[src/rtl/sadc_pkg.sv]
package sadc_pkg;
   // power state of the modelled port
   typedef enum logic {
      PWR_OFF = 1'b0,
      PWR_ON  = 1'b1
   } pwr_e;

   // total bits in one frame: constant ones, channel bit, data, sub-bits
   function automatic int frame_bits(input int lead, input int data_w, input int sub_w);
      return lead + 1 + data_w + sub_w;
   endfunction
endpackage

[src/rtl/sadc_sync.sv]
module sadc_sync #(
   parameter int STAGES = 2
) (
   input  logic clk,
   input  logic rst_n,
   input  logic din,
   output logic dout
);
   logic [STAGES-1:0] ff_q;

   generate
      if (STAGES == 1) begin : g_one
         always_ff @(posedge clk or negedge rst_n) begin
            if (!rst_n) ff_q <= '1;
            else        ff_q <= din;
         end
      end else begin : g_chain
         always_ff @(posedge clk or negedge rst_n) begin
            if (!rst_n) ff_q <= '1;
            else        ff_q <= {ff_q[STAGES-2:0], din};
         end
      end
   endgenerate

   assign dout = ff_q[STAGES-1];
endmodule

[src/rtl/sadc_fall_det.sv]
module sadc_fall_det (
   input  logic clk,
   input  logic rst_n,
   input  logic lvl,
   output logic fall
);
   logic prev_q;

   always_ff @(posedge clk or negedge rst_n) begin
      if (!rst_n) prev_q <= 1'b1;
      else        prev_q <= lvl;
   end

   assign fall = prev_q & ~lvl;
endmodule

[src/rtl/sadc_frame_pack.sv]
module sadc_frame_pack #(
   parameter int DATA_W       = 10,
   parameter int SUB_W        = 2,
   parameter int LEAD_ONES    = 3,
   parameter int DUAL_CHANNEL = 1,
   parameter int FRAME_W      = 16
) (
   input  logic [DATA_W-1:0]  data,
   input  logic               chan,
   input  logic [SUB_W-1:0]   sub,
   output logic [FRAME_W-1:0] frame
);
   logic chid;

   generate
      if (DUAL_CHANNEL != 0) begin : g_dual
         assign chid = chan;
      end else begin : g_single
         logic unused_chan;
         assign unused_chan = chan;
         assign chid        = 1'b1;
      end
   endgenerate

   assign frame = {{LEAD_ONES{1'b1}}, chid, data, sub};
endmodule

[src/rtl/sadc_shifter.sv]
module sadc_shifter
   import sadc_pkg::*;
#(
   parameter int FRAME_W = 16,
   parameter int CNT_W   = 5
) (
   input  logic               clk,
   input  logic               rst_n,
   input  logic               desel,
   input  logic               start,
   input  logic               shift,
   input  logic [FRAME_W-1:0] frame_in,
   output logic               sdo_d,
   output logic               sdo_en,
   output logic               awake,
   output logic [CNT_W-1:0]   bit_cnt
);
   localparam logic [CNT_W-1:0] CNT_FULL = CNT_W'(FRAME_W);

   pwr_e               pwr_q;
   logic [FRAME_W-1:0] shreg_q;

   always_ff @(posedge clk or negedge rst_n) begin
      if (!rst_n) begin
         pwr_q   <= PWR_OFF;
         shreg_q <= '0;
         sdo_d   <= 1'b1;
         sdo_en  <= 1'b0;
         bit_cnt <= '0;
      end else if (desel) begin
         // shutdown: release the line and forget any partial frame
         pwr_q   <= PWR_OFF;
         shreg_q <= '0;
         sdo_d   <= 1'b1;
         sdo_en  <= 1'b0;
         bit_cnt <= '0;
      end else if (start) begin
         pwr_q   <= PWR_ON;
         shreg_q <= frame_in;
         sdo_d   <= 1'b1;
         sdo_en  <= 1'b1;
         bit_cnt <= '0;
      end else if (shift && (pwr_q == PWR_ON)) begin
         // zeros refill from the right, so the tail is zero by itself
         sdo_d   <= shreg_q[FRAME_W-1];
         shreg_q <= {shreg_q[FRAME_W-2:0], 1'b0};
         if (bit_cnt != CNT_FULL) bit_cnt <= bit_cnt + 1'b1;
      end
   end

   assign awake = (pwr_q == PWR_ON);
endmodule

[src/rtl/sadc_frame_gen.sv]
module sadc_frame_gen
   import sadc_pkg::*;
#(
   parameter int  DATA_W       = 10,
   parameter int  SUB_W        = 2,
   parameter int  LEAD_ONES    = 3,
   parameter int  DUAL_CHANNEL = 1,
   parameter int  SYNC_STAGES  = 2,
   localparam int FRAME_W      = frame_bits(LEAD_ONES, DATA_W, SUB_W),
   localparam int CNT_W        = $clog2(FRAME_W + 1)
) (
   input  logic              clk,
   input  logic              rst_n,
   input  logic              cs_n,
   input  logic              sclk,
   input  logic [DATA_W-1:0] sample_data,
   input  logic              sample_chan,
   input  logic [SUB_W-1:0]  sample_sub,
   output logic              sdo_d,
   output logic              sdo_en,
   output logic              awake,
   output logic [CNT_W-1:0]  bit_cnt
);
   // elaboration-time parameter checks
   generate
      if (DATA_W < 1) begin : g_bad_data
         $error("sadc_frame_gen: DATA_W must be at least 1");
      end
      if (SUB_W < 1) begin : g_bad_sub
         $error("sadc_frame_gen: SUB_W must be at least 1");
      end
      if (LEAD_ONES < 1) begin : g_bad_lead
         $error("sadc_frame_gen: LEAD_ONES must be at least 1");
      end
      if (SYNC_STAGES < 1) begin : g_bad_sync
         $error("sadc_frame_gen: SYNC_STAGES must be at least 1");
      end
   endgenerate

   logic               cs_s;
   logic               sclk_s;
   logic               cs_fall;
   logic               sclk_fall;
   logic [FRAME_W-1:0] frame;

   sadc_sync #(.STAGES(SYNC_STAGES)) u_sync_cs (
      .clk (clk),
      .rst_n (rst_n),
      .din (cs_n),
      .dout (cs_s)
   );

   sadc_sync #(.STAGES(SYNC_STAGES)) u_sync_sclk (
      .clk (clk),
      .rst_n (rst_n),
      .din (sclk),
      .dout (sclk_s)
   );

   sadc_fall_det u_fall_cs (
      .clk (clk),
      .rst_n (rst_n),
      .lvl (cs_s),
      .fall (cs_fall)
   );

   sadc_fall_det u_fall_sclk (
      .clk (clk),
      .rst_n (rst_n),
      .lvl (sclk_s),
      .fall (sclk_fall)
   );

   sadc_frame_pack #(
      .DATA_W (DATA_W),
      .SUB_W (SUB_W),
      .LEAD_ONES (LEAD_ONES),
      .DUAL_CHANNEL (DUAL_CHANNEL),
      .FRAME_W (FRAME_W)
   ) u_pack (
      .data (sample_data),
      .chan (sample_chan),
      .sub (sample_sub),
      .frame (frame)
   );

   sadc_shifter #(
      .FRAME_W (FRAME_W),
      .CNT_W (CNT_W)
   ) u_shift (
      .clk (clk),
      .rst_n (rst_n),
      .desel (cs_s),
      .start (cs_fall),
      .shift (sclk_fall),
      .frame_in (frame),
      .sdo_d (sdo_d),
      .sdo_en (sdo_en),
      .awake (awake),
      .bit_cnt (bit_cnt)
   );
endmodule

[config.mk]
export PLATFORM = sky130hd
export DESIGN_NAME = sadc_frame_gen
export DESIGN_NICKNAME = d
export VERILOG_FILES = /design/src/rtl/sadc_pkg.sv /design/src/rtl/sadc_sync.sv /design/src/rtl/sadc_fall_det.sv /design/src/rtl/sadc_frame_pack.sv /design/src/rtl/sadc_shifter.sv /design/src/rtl/sadc_frame_gen.sv
export SDC_FILE = /design/constraint.sdc
export NUM_CORES = 1
export LEC_CHECK = 0
export ABC_AREA = 1
export CORE_ASPECT_RATIO = 0.7
export CORE_UTILIZATION = 51
export DETAILED_ROUTE_END_ITERATION = 10
export GPL_TIMING_DRIVEN = 0
export PLACE_DENSITY = 0.9
export SLEW_MARGIN = 20
export SYNTH_ARGS = -nofsm -noshare
export SYNTH_HDL_FRONTEND = slang
export SYNTH_SLANG_ARGS = --single-unit
[constraint.sdc]
create_clock -name clk -period 1.4 [get_ports clk]
set_clock_uncertainty 0.1 [all_clocks]
set_input_delay 0.14 -clock clk [delete_from_list [all_inputs] [get_ports clk]]
set_output_delay 0.14 -clock clk [all_outputs]
set_load 0.01 [all_outputs]
==> flow_summary.yaml <==
sta:
  period_needed_ps: 1406
  min_period_over_period_pct: 100.4
  maxSlewViolCount: 0
  fmax_mhz: 711.3
  hold_viol: 0
  layout_setup_ws_ps: -5.781
  relSlewSlack_pct: 58.25
  rsz0062_at_grt: "yes"
  worst_pin_slew_ps: 626.2
  report.final.setup_viol: 1
  holdWs_ps: 167.3
worst_setup_path:
  cp.arrival_ps: 1500
  startpoint_type: "flip-flop"
  critical_path.max_fanout: 7
  crit_type: "reg -> reg"
  end_kind: "flip-flop"
  required_ps: 1500
  reg2regPathDepth: 8
power_and_ir_drop:
  power_uw: 1797
  pwr-share-seq_pct: 51.4
  pwr-share-comb_pct: 12.9
  switchingPower_uw: 434.9
  p_int_uw: 1362
  clkPwrFrac_pct: 35.6
  power.density_mw_per_mm2: 937.6
  vdd_drop_max_mv: 0.8045
  netSwitchingFraction_pct: 24.20
  power.leakage_uw: 0.001040
worst_hold_path:
  whs_path_depth: 1
  worstHoldPathType: "in -> reg"
drt:
  num_vias: 1300
  wl_per_cell_um: 12.89
  dr.first_iter.drc_count: 59
  dr.pass1.iters: 4
  routed_wl_um: 3273
  detail-route-antenna-nets: 0
  drc: 0
  avgViaCountPerCell: 5.118
synth:
  ys.flop_type: "dfrtp_1"
  synth.distinct_cells: 17
  synthTopCellsByCount: "nand2_1, dfrtp_1, inv_1"
  yosysWarnings: 0
  synth_nets: 189
  synth_area_per_cell_um2: 7.978
  synth.top_cells.by_area: "dfrtp_1, nand2_1, dfstp_2, inv_1, o21ai_0"
  synthCells: 170
  yosysSeqAreaShare_pct: 54.15
  syn_area_mm2: 0.001356
  synth_top_area_share_pct: 40.59
  synth_top_cell_by_area: "dfrtp_1"
  synth.most_common_cell: "nand2_1"
  synth-async-reset-ratio_pct: 100.0
  ys_seq_elements: 29
  synth-edff-count: 0
finish:
  syn_to_final_growth_pct: 41.33
  drive_gt1_share_pct: 23.18
  fin_cells: 254
  n_fill_cell: 189
  fin_nets: 238
  antenna_cells: 0
clocking:
  htreeDepth: 2
  clkLatencyLatePin_ps: 280
  numCtsBuffers: 5
  clockRootBuffer: "clkbuf_8"
  cts_tree: "built"
  path_clk_slew_ps: 60
  clockBufferDepth: 2
  clock-sinks: 29
floorplan:
  die_w_um: 63.64
  ios: 25
  coreArea_mm2: 0.002496
  die_area_mm2: 0.002873
  start_util_pct: 54.34
  die_h_um: 45.15
  rows: 15
placement:
  placedCellCount: 228
  pre_cts_ws_ps: -68.29
  io_buffers: 24
  place.gp.congestion: 0.8590
  dpl.hpwl_um: 1907
global_routing:
  globalRouteOverflowTotal: 0
  grt_pass1_wl_um: 4581
  grt_use_total_pct: 22.08
  antenna_found_initial: 0
  grt_pass1_vias: 1100
  grt_start_max_net_pins: 30
run_status:
  outcome: "complete, but fails checks"
  violations: "setup timing"
flow_run:
  cap_viol_max_count: 0
-- worst paths after layout --
check / end / startpoint / slack, ps
max: u_shift.bit_cnt[4]$_DFFE_PN0P_ / u_shift.bit_cnt[0]$_DFFE_PN0P_ / -6
min in group asynchronous: u_shift.shreg_q[7]$_DFFE_PN0P_ / rst_n / 310
max reg2reg: u_shift.bit_cnt[4]$_DFFE_PN0P_ / u_shift.bit_cnt[0]$_DFFE_PN0P_ / -6
min reg2reg: u_sync_cs.ff_q[1]$_DFF_PN1_ / u_sync_cs.ff_q[0]$_DFF_PN1_ / 260
max in group asynchronous: u_shift.bit_cnt[0]$_DFFE_PN0P_ / rst_n / 450
min: u_sync_cs.ff_q[0]$_DFF_PN1_ / cs_n / 170
-- cell families after synthesis --
kind of cell | after synthesis | share of synthesized area (%)
adder cells (fa/ha/maj) | 2 | 1.845
AND/OR/NAND/NOR | 104 | 30.63
buffers and inverters | 21 | 8.026
flip-flops | 29 | 54.15
AO/OA/AOI/OAI | 14 | 5.351
-- worst max-delay path, stage by stage (launching register included) --
cell	delay, ps
dfrtp_2	430
inv_1	80
ha_1	160
nand2_1	60
inv_2	50
nand3_1	80
nand2_2	150
nand2_1	100
o21ai_1	110
-- repair_timing --
item                                    CTS  global route
endpoints found under the hold margin    22             0
hold buffers                              1             0
gates resized for setup                  12            21
setup buffers                             7             8
gates cloned                              0             2
endpoints found under the setup margin   22            18
pin swaps                                 1             2
-- cells in the final DEF (no fill, tap or decap), drive strengths merged --
cell type and n:
nand2 92, buf 24, dfrtp 22, clkdlybuf4s50 15, inv 14, o21ai 9, clkbuf 9, dfstp 7
nand3 6, dlygate4sd2 5, a21oi 4, dlymetal6s2s 3, nor2 3, nand4 2, ha 2, o211ai 1
or2 1, dlygate4sd3 1
-- state kept, by name (all words and copies together), names as in the netlist --
| register | count |
|---|---|
| u_shift.shreg_q | 16 |
| u_shift.bit_cnt | 5 |
| u_sync_cs.ff_q | 2 |
| u_sync_sclk.ff_q | 2 |
| u_fall_cs.prev_q | 1 |
| u_fall_sclk.prev_q | 1 |
| u_shift.sdo_d | 1 |
| u_shift.sdo_en | 1 |
-- area by class of cell --
type	instances	area [µm²]	share of cell area, %
Buffer	7	61.31	3.198
Tap cell	34	42.54	2.219
Clock buffer	8	80.08	4.178
Timing Repair Buffer	42	379.1	19.78
Multi-Input combinational cell	120	561.8	29.31
Sequential cell	29	737.0	38.45
Inverter	14	55.05	2.872
-- metrics by stage --
step	area, µm²	TNS, ps	util [%]
4_1_cts	1789	0	71.68
2_1_floorplan	1356	0	-
3_5_place_dp	1634	-552.7	65.46
6_report	1917	-5.781	76.79
3_3_place_gp	1639	-7710	65.66
5_1_grt	1917	-202.9	76.79
-- power groups by stage --
stage / combinational, µW / clock, µW / sequential (µW)
floorplan: 99.5 / 0 / 931
global placement: 187 / 0 / 933
detailed placement: 193 / 0 / 937
CTS: 206 / 652 / 921
global route: 258 / 689 / 928
finish: 233 / 640 / 924
-- routing by layer --
metal  vias up  wire [µm]  GRT usage [%]
met4         0         77          10.91
met1       615       1349          24.55
met2        58       1619          39.57
met5         -          0              0
met3         8        226          6.818
li1        619          -              -
Note: power is estimated with default switching activity, not from simulation.
